==> config.mk <==
export PLATFORM = sky130hd
export DESIGN_NAME = rden_align
export DESIGN_NICKNAME = d
export VERILOG_FILES = /design/src/rtl/rdal_pkg.sv /design/src/rtl/rdal_match.sv /design/src/rtl/rdal_train.sv /design/src/rtl/rdal_delay.sv /design/src/rtl/rden_align.sv
export SDC_FILE = /design/constraint.sdc
export NUM_CORES = 1
export LEC_CHECK = 0
export ABC_AREA = 0
export BUFFER_PORTS_ARGS = -buffer_cell sky130_fd_sc_hd__buf_2
export CORE_ASPECT_RATIO = 0.8
export CORE_MARGIN = 5
export CORE_UTILIZATION = 29
export DETAILED_ROUTE_END_ITERATION = 10
export GPL_ROUTABILITY_DRIVEN = 0
export GPL_TIMING_DRIVEN = 0
export HOLD_SLACK_MARGIN = 0.15
export PLACE_DENSITY_LB_ADDON = 0.12
export SLEW_MARGIN = 20
export SYNTH_ARGS = -nofsm -noshare
export SYNTH_HDL_FRONTEND = slang
export SYNTH_SLANG_ARGS = --single-unit
==> constraint.sdc <==
create_clock -name clk -period 1.8 [get_ports clk]
set_input_delay 0.36 -clock clk [delete_from_list [all_inputs] [get_ports clk]]
set_output_delay 0.36 -clock clk [all_outputs]
set_load 0.1 [all_outputs]
==> src/rtl/rdal_pkg.sv <==
package rdal_pkg;

    localparam int unsigned RDAL_DATA_W    = 16;
    localparam int unsigned RDAL_MAX_DEPTH = 16;

    typedef enum logic [2:0] {
        TR_IDLE,
        TR_ARMED,
        TR_COUNT,
        TR_DONE,
        TR_FAIL
    } train_state_e;

    typedef struct packed {
        logic done;
        logic fail;
    } train_status_t;

    function automatic int unsigned sel_width(input int unsigned stages);
        return (stages > 1) ? $clog2(stages) : 1;
    endfunction

endpackage

==> src/rtl/rdal_match.sv <==
module rdal_match #(
    parameter int unsigned DATA_W = 16
) (
    input  logic [DATA_W-1:0] word_i,
    input  logic [DATA_W-1:0] ref_i,
    output logic              eq_o
);
    logic [DATA_W-1:0] bit_eq;

    for (genvar b = 0; b < DATA_W; b++) begin : g_bit
        assign bit_eq[b] = ~(word_i[b] ^ ref_i[b]);
    end

    assign eq_o = &bit_eq;
endmodule

==> src/rtl/rdal_train.sv <==
module rdal_train
    import rdal_pkg::*;
#(
    parameter int unsigned STAGES = 16,
    parameter int unsigned SEL_W  = 4
) (
    input  logic             clk,
    input  logic             rst,
    input  logic             start_i,
    input  logic             en_i,
    input  logic             match_i,
    output logic [SEL_W-1:0] depth_o,
    output train_status_t    status_o
);
    localparam logic [SEL_W-1:0] LAST_OFS = SEL_W'(STAGES - 1);

    train_state_e     st_q, st_d;
    logic [SEL_W-1:0] cnt_q, cnt_d;
    logic [SEL_W-1:0] dep_q, dep_d;
    logic             en_q;
    logic             en_rise;

    assign en_rise = en_i & ~en_q;

    always_comb begin
        st_d  = st_q;
        cnt_d = cnt_q;
        dep_d = dep_q;
        unique case (st_q)
            TR_IDLE: begin
                if (start_i) st_d = TR_ARMED;
            end
            TR_ARMED: begin
                if (!start_i) begin
                    st_d = TR_IDLE;
                end else if (en_rise) begin
                    if (match_i) begin
                        dep_d = '0;
                        st_d  = TR_DONE;
                    end else begin
                        cnt_d = SEL_W'(1);
                        st_d  = TR_COUNT;
                    end
                end
            end
            TR_COUNT: begin
                if (!start_i) begin
                    st_d = TR_IDLE;
                end else if (match_i) begin
                    dep_d = cnt_q;
                    st_d  = TR_DONE;
                end else if (cnt_q == LAST_OFS) begin
                    st_d = TR_FAIL;
                end else begin
                    cnt_d = cnt_q + SEL_W'(1);
                end
            end
            TR_DONE: st_d = TR_DONE;
            TR_FAIL: st_d = TR_FAIL;
            default: st_d = TR_IDLE;
        endcase
    end

    always_ff @(posedge clk) begin
        if (rst) begin
            st_q  <= TR_IDLE;
            cnt_q <= '0;
            dep_q <= '0;
            en_q  <= 1'b0;
        end else begin
            st_q  <= st_d;
            cnt_q <= cnt_d;
            dep_q <= dep_d;
            en_q  <= en_i;
        end
    end

    assign depth_o       = dep_q;
    assign status_o.done = (st_q == TR_DONE);
    assign status_o.fail = (st_q == TR_FAIL);
endmodule

==> src/rtl/rdal_delay.sv <==
module rdal_delay #(
    parameter int unsigned STAGES = 16,
    parameter int unsigned SEL_W  = 4
) (
    input  logic             clk,
    input  logic             rst,
    input  logic             en_i,
    input  logic [SEL_W-1:0] sel_i,
    input  logic             gate_i,
    output logic             valid_o
);
    logic [STAGES-1:0] taps;

    assign taps[0] = en_i;

    for (genvar s = 1; s < STAGES; s++) begin : g_stage
        logic stage_q;
        always_ff @(posedge clk) begin
            if (rst) stage_q <= 1'b0;
            else     stage_q <= taps[s-1];
        end
        assign taps[s] = stage_q;
    end

    assign valid_o = gate_i & taps[sel_i];
endmodule

==> src/rtl/rden_align.sv <==
module rden_align
    import rdal_pkg::*;
#(
    parameter int unsigned DATA_W    = RDAL_DATA_W,
    parameter int unsigned MAX_DEPTH = RDAL_MAX_DEPTH
) (
    input  logic              clk,
    input  logic              rst,
    input  logic              rd_en_i,
    input  logic [DATA_W-1:0] cap_data_i,
    input  logic              train_start_i,
    input  logic [DATA_W-1:0] train_pattern_i,
    output logic              data_valid_o,
    output logic              cal_done_o,
    output logic              cal_fail_o
);
    localparam int unsigned SEL_W = sel_width(MAX_DEPTH);

    logic             word_eq;
    logic [SEL_W-1:0] cal_depth;
    train_status_t    status;

    rdal_match #(.DATA_W(DATA_W)) i_match (
        .word_i (cap_data_i),
        .ref_i  (train_pattern_i),
        .eq_o   (word_eq)
    );

    rdal_train #(.STAGES(MAX_DEPTH), .SEL_W(SEL_W)) i_train (
        .clk      (clk),
        .rst      (rst),
        .start_i  (train_start_i),
        .en_i     (rd_en_i),
        .match_i  (word_eq),
        .depth_o  (cal_depth),
        .status_o (status)
    );

    rdal_delay #(.STAGES(MAX_DEPTH), .SEL_W(SEL_W)) i_delay (
        .clk     (clk),
        .rst     (rst),
        .en_i    (rd_en_i),
        .sel_i   (cal_depth),
        .gate_i  (status.done),
        .valid_o (data_valid_o)
    );

    assign cal_done_o = status.done;
    assign cal_fail_o = status.fail;
endmodule

# Word-level counts from Yosys, hierarchy flattened
# Index checks and enable logic that the tools add are counted.
# op_classes
n_lt_le_gt_ge	1
n_reduce_logical	6
eq_ne	16
bitwise_logic	35
add_sub_neg	1
mux	23
# op_table
op	n
two-way mux 4 bit	11
two-way mux 3 bit	6
inverter 1 bit	17
inequality test 2 bit (second input constant)	8
case mux 4 bit (2 select lines)	2
AND reduction 16 bit	1
bitwise XOR 1 bit	16
case mux 3 bit (5 select lines)	1
AND reduction 7 bit	1
equality test 3 x 2 -> 1 bit (second input constant)	2
AND reduction 6 bit	1
less-than comparator 4 x 5 -> 1 bit (second input constant)	1
adder 4 x 1 -> 4 bit (second input constant)	1
binary-select mux 1 bit (select 4 bit)	1
equality test 4 bit (second input constant)	1
inequality test 4 x 3 -> 1 bit (second input constant)	1
equality test 3 x 1 -> 1 bit (second input constant)	1
equality test 3 bit (second input constant)	1
logical NOT 3 bit	1
inequality test 3 x 2 -> 1 bit (second input constant)	1
AND reduction 3 bit	1
bitwise AND 1 bit	2
two-way mux 1 bit	2
inequality test 2 x 1 -> 1 bit (second input constant)	1
nonzero test 2 bit	1
# word_totals
wordCells	100
in_bits	36
regBits	26
output_inout_bits	3

# Logic depth before layout (Yosys ltp)
# depth
depth_word	7
ltp_mapped	6
ltp_nobuf	6

# Cells and area by module
# Synthesis repeated with hierarchy kept, for this count alone.
# hier_totals
cells_unflattened	147
area_unflattened_um2	1416.4
# modules_own_cells
module	n_inst	area_each_um2	cells_each	seq_area_each_um2
rdal_train	1	684.4	78	240.2
rdal_delay	1	554.3	48	300.3
rdal_match	1	177.7	21	0.0

# Least setup slack after synthesis
# OpenSTA, ideal clock, no wires.
# synth_path
kind	register -> output
start	register i_train.st_q[2]
end	output data_valid_o
path_stages_with_launch	4
n_path_buf	1
arrival_ns	2.177
setup_slack_ns	-0.737
required_time_ns	1.440
path_cell_list	dfxtp_1 > clkbuf_1 > and3b_1 > and2_1
# synth_via
elab_chain_len	2
# synth_lines
item	line_no	source
start, declared	rdal_train.sv:17	train_state_e st_q, st_d;
start signal, assigned	rdal_train.sv:71	st_q <= st_d;
equality test 3 x 2 -> 1 bit	rdal_train.sv:79	assign status_o.done = (st_q == TR_DONE);
via cal_done_o	rden_align.sv:14	output logic cal_done_o,
bitwise AND 1 bit	rdal_delay.sv:25	assign valid_o = gate_i & taps[sel_i];
end, declared	rden_align.sv:13	output logic data_valid_o,
# The timed path passes the listed nets, and every way through them passes these cells.

# Final worst setup path
# layout_path
start	register i_train.dep_q[0], in the netlist i_train.depth_o[0]
end	output data_valid_o
# layout_via
elab_chain_len	3
# layout_lines
item	line_no	source
start, declared	rdal_train.sv:19	logic [SEL_W-1:0] dep_q, dep_d;
start signal, assigned	rdal_train.sv:73	dep_q <= dep_d;
binary-select mux 1 bit (select 4 bit)	rdal_delay.sv:25	
two-way mux 1 bit (not written as such)	rdal_delay.sv:25	
bitwise AND 1 bit	rdal_delay.sv:25	
# No other way between the ends. The select of a mux whose other input is x is not followed.

==> key figures <==
Pwr
  – Comb pwr share: 0.113
  – Register share of total power: 0.489
  – Sw Pwr: 251 uW
  – Power per Cell Area: approximately 700 nW/um2
  – Cell Int Power: 945 uW
  – Sw Ratio: 0.210
  – Clock power share: 0.398
  – Leak pwr: 0.675 nW
  – Max VDD drop: between 0.2 and 0.3 mV

Placement
  – Post-Place Cells: 231
  – Post-place instance area: between 1500 and 2000 um2
  – Port buffer count: 37
  – Dpl hpwl: between 2000 and 2500 um

Global routing
  – Largest net degree at the start of global routing: 16
  – Vias in the first global route: 1170
  – Initial antenna violation count: 0
  – Grt ovf: 0
  – First-pass GRT wire length: 5200 um
  – Gr usage total: 0.106

Yosys
  – Synth Net Count: roughly 170
  – Simple-gate portion of the synthesized area: 0.251
  – Count of distinct cell types in the synthesized netlist: 37
  – Asr flop ratio synth: 0
  – Synthesized area per cell: ~9.9 um2
  – Yosys reg bits: 26
  – Post-synth EDFFs: 0
  – Top cells by area, synth: dfxtp_1 (39%), xor2_1 (11%), nor2b_1 (8.5%)
  – Post-synthesis cell count: 134
  – Mux cell area share after synthesis: 0.0963
  – Adder-Cell Fraction of Synth Area: 0.00944
  – Largest family of logic cells by synthesized area: simple AND/OR/NAND/NOR gates
  – Register area share after synthesis: 0.393
  – Synth warn: 0
  – Post-synth top cells: dfxtp_1 (26), nor2b_1 (18), xor2_1 (16), a21oi_1 (7), o21ai_0 (7)
  – Dominant cell type by area after synthesis: dfxtp_1
  – Dominant synthesized flop cell: dfxtp_1
  – Top-area cell type share of the netlist area: 0.393
  – Compound-Gate Fraction of Synth Area: 0.123
  – Post-Synth XOR/XNOR Area: 0.106
  – Count leader, synth: dfxtp_1
  – Mapped Area: 1330 um2

Floorplan
  – Die ar.: ~6000 um2
  – Initial core utilization: 0.294
  – # IOs: 39
  – Die width: 85.6 um
  – Core ar.: 4510 um2
  – Row count: 22
  – Die Ht: 70.5 um

Clocking
  – CTS buffer count: 3
  – CTS sink count: 26
  – Clock transition at the registers of the reported paths: 90 ps
  – Clock Tree Root: clkbuf_8
  – CTS tree: built
  – Later-pin clock latency in the skew report: 270 ps
  – Clock Path Buffers: 2
  – # hold bufs at CTS: 0
  – Depth of the CTS H-tree: 1

Cells and area
  – Share of layout cells above drive strength 1: 0.333
  – N_diodes: 0
  – Nets: 215
  – Final-layout fill cell count: 466
  – Fin cells: approximately 240
  – Post-layout instance area: approximately 1700 um2
  – Area growth syn-to-layout: 28.5%

Worst setup path
  – Critical Path End: data_valid_o
  – Reg2reg setup slack: roughly 180 ps
  – R2r worst-path depth: 6
  – Crit path cell chain: mux4_2, mux4_2, and2_4, buf_12
  – Worst path arrival time: 1980 ps
  – CP max stage delay: 520 ps
  – Worst r2r src: i_train.cnt_q[0]
  – Bufs and invs on worst path: 1
  – Worst setup SP type: register
  – Kind of end point of the critical path: output port
  – Stages on the worst setup path: 4
  – CP Launch Point: i_train.depth_o[0]
  – Critical-path top delay cell: mux4_2
  – CP delay by family, top: multiplexers
  – CP max FO: 5
  – Reg-to-Reg End: i_train.cnt_q[1]
  – Data required time of the worst path: 1440 ps
  – Crit path kind: register to output port
  – Crit path top cell by count: mux4_2

Routing
  – DR DRC count: 0
  – Vias per cell: 4.70
  – Routed len/inst: 12.9 um
  – Vias: 1115
  – Final WL: 3070 um
  – 1st-iter DRT viols: 34
  – Routed Antenna Nets: 0
  – First drt pass iteration count: 4

Status
  – Status: finished with violations
  – Failing checks: setup timing

Timing
  – Worst-Margin Slew: 462 ps
  – Rel. slew slack: 0.692
  – Period utilization: 1.30
  – Slew Limit Fails: 0
  – Tmin final: ~2300 ps
  – RSZ-0062 raised after global routing: true
  – Endpoints failing hold: 0
  – Setup TNS: -543 ps
  – Final setup viols: 1
  – Fmax: roughly 430 MHz
  – Final worst setup slack: -543 ps
  – Post-Route Skew: between 5 and 6 ps
  – Worst hold slack: around 350 ps

Job
  – Max-Cap Viols: 0

Min path
  – Type of the worst min-delay path: primary input to register
==> state kept, by name (all words and copies together) (netlist names) <==
name / flops
i_delay.g_stage.stage_q: 14
i_train.cnt_q: 4
i_train.depth_o: 4
i_train.st_q: 3
i_train.en_q: 1
==> cells in the final DEF, fill, tap and decap left out, drive strengths merged, types with 2 or more instances in the layout <==
cell     n
nand2b   2
nand4    5
a21oi    7
xor2    16
clkbuf   7
nor2b   18
nor2     4
o21ai    7
mux4     5
and2     4
nand2    6
nor4     4
and4     2
dfxtp   26
nor3b    2
nand3    2
buf     41
==> kinds of logic after synthesis <==
group                    after synthesis
AO/OA/AOI/OAI                         25
adder cells (fa/ha/maj)                1
AND/OR/NAND/NOR                       54
buffers and inverters                  7
XOR/XNOR                              16
multiplexers                           5
flip-flops                            26
==> layout make-up <==
type	count	area, um2	area share
Buffer	6	25.0	0.0147
Clock buffer	3	41.3	0.0242
Clock inverter	1	30.0	0.0176
Inverter	1	3.75	0.00220
Multi-Input combinational cell	101	783	0.460
Sequential cell	26	524	0.308
Tap cell	60	75.1	0.0441
Timing Repair Buffer	39	220	0.129
==> how the worst min path moves through the flow <==
stage,start,to,cells past startpoint
floorplan,i_delay.g_stage[10].stage_q,i_delay.g_stage[11].stage_q,1
global placement,i_delay.g_stage[13].stage_q,i_delay.g_stage[14].stage_q,1
detailed placement,i_delay.g_stage[10].stage_q,i_delay.g_stage[11].stage_q,1
CTS,rd_en_i,i_train.en_q,2
global route,rd_en_i,i_train.en_q,2
finish,rd_en_i,i_train.en_q,2
==> layer usage <==
metal	up-vias	track usage	wire length, um
met4	0	0.0158	17
met5	-	0	0
met2	8	0.170	1460
met3	4	0.0318	87
met1	534	0.143	1500
li1	569	-	-
==> power by group through the flow <==
stage          Combinational (mW)  Clock (mW)  Sequential [mW]
6_report                    0.135       0.476            0.585
5_1_grt                     0.152       0.507            0.586
4_1_cts                     0.128       0.486            0.585
3_5_place_dp                0.127           0            0.598
3_3_place_gp                0.124           0            0.598
2_1_floorplan              0.0689           0            0.597
==> metrics by stage <==
| step | util | power, mW | setup WS, ps |
|---|---|---|---|
| 2_1_floorplan | - | 0.666 | -134 |
| 3_3_place_gp | 0.350 | 0.722 | -406 |
| 3_5_place_dp | 0.350 | 0.725 | -412 |
| 5_1_grt | 0.377 | 1.24 | -610 |
| 4_1_cts | 0.370 | 1.20 | -562 |
| 6_report | 0.377 | 1.20 | -543 |
==> what timing repair did <==
item / in CTS / in global routing
setup endpoints to repair: 3 / 6
buffers inserted: 0 / 2
endpoints found under the hold margin: 0 / 0
cloned: 0 / 0
pin swaps: 1 / 1
gates resized for setup: 6 / 3
Power figures use the tool's default switching activity.
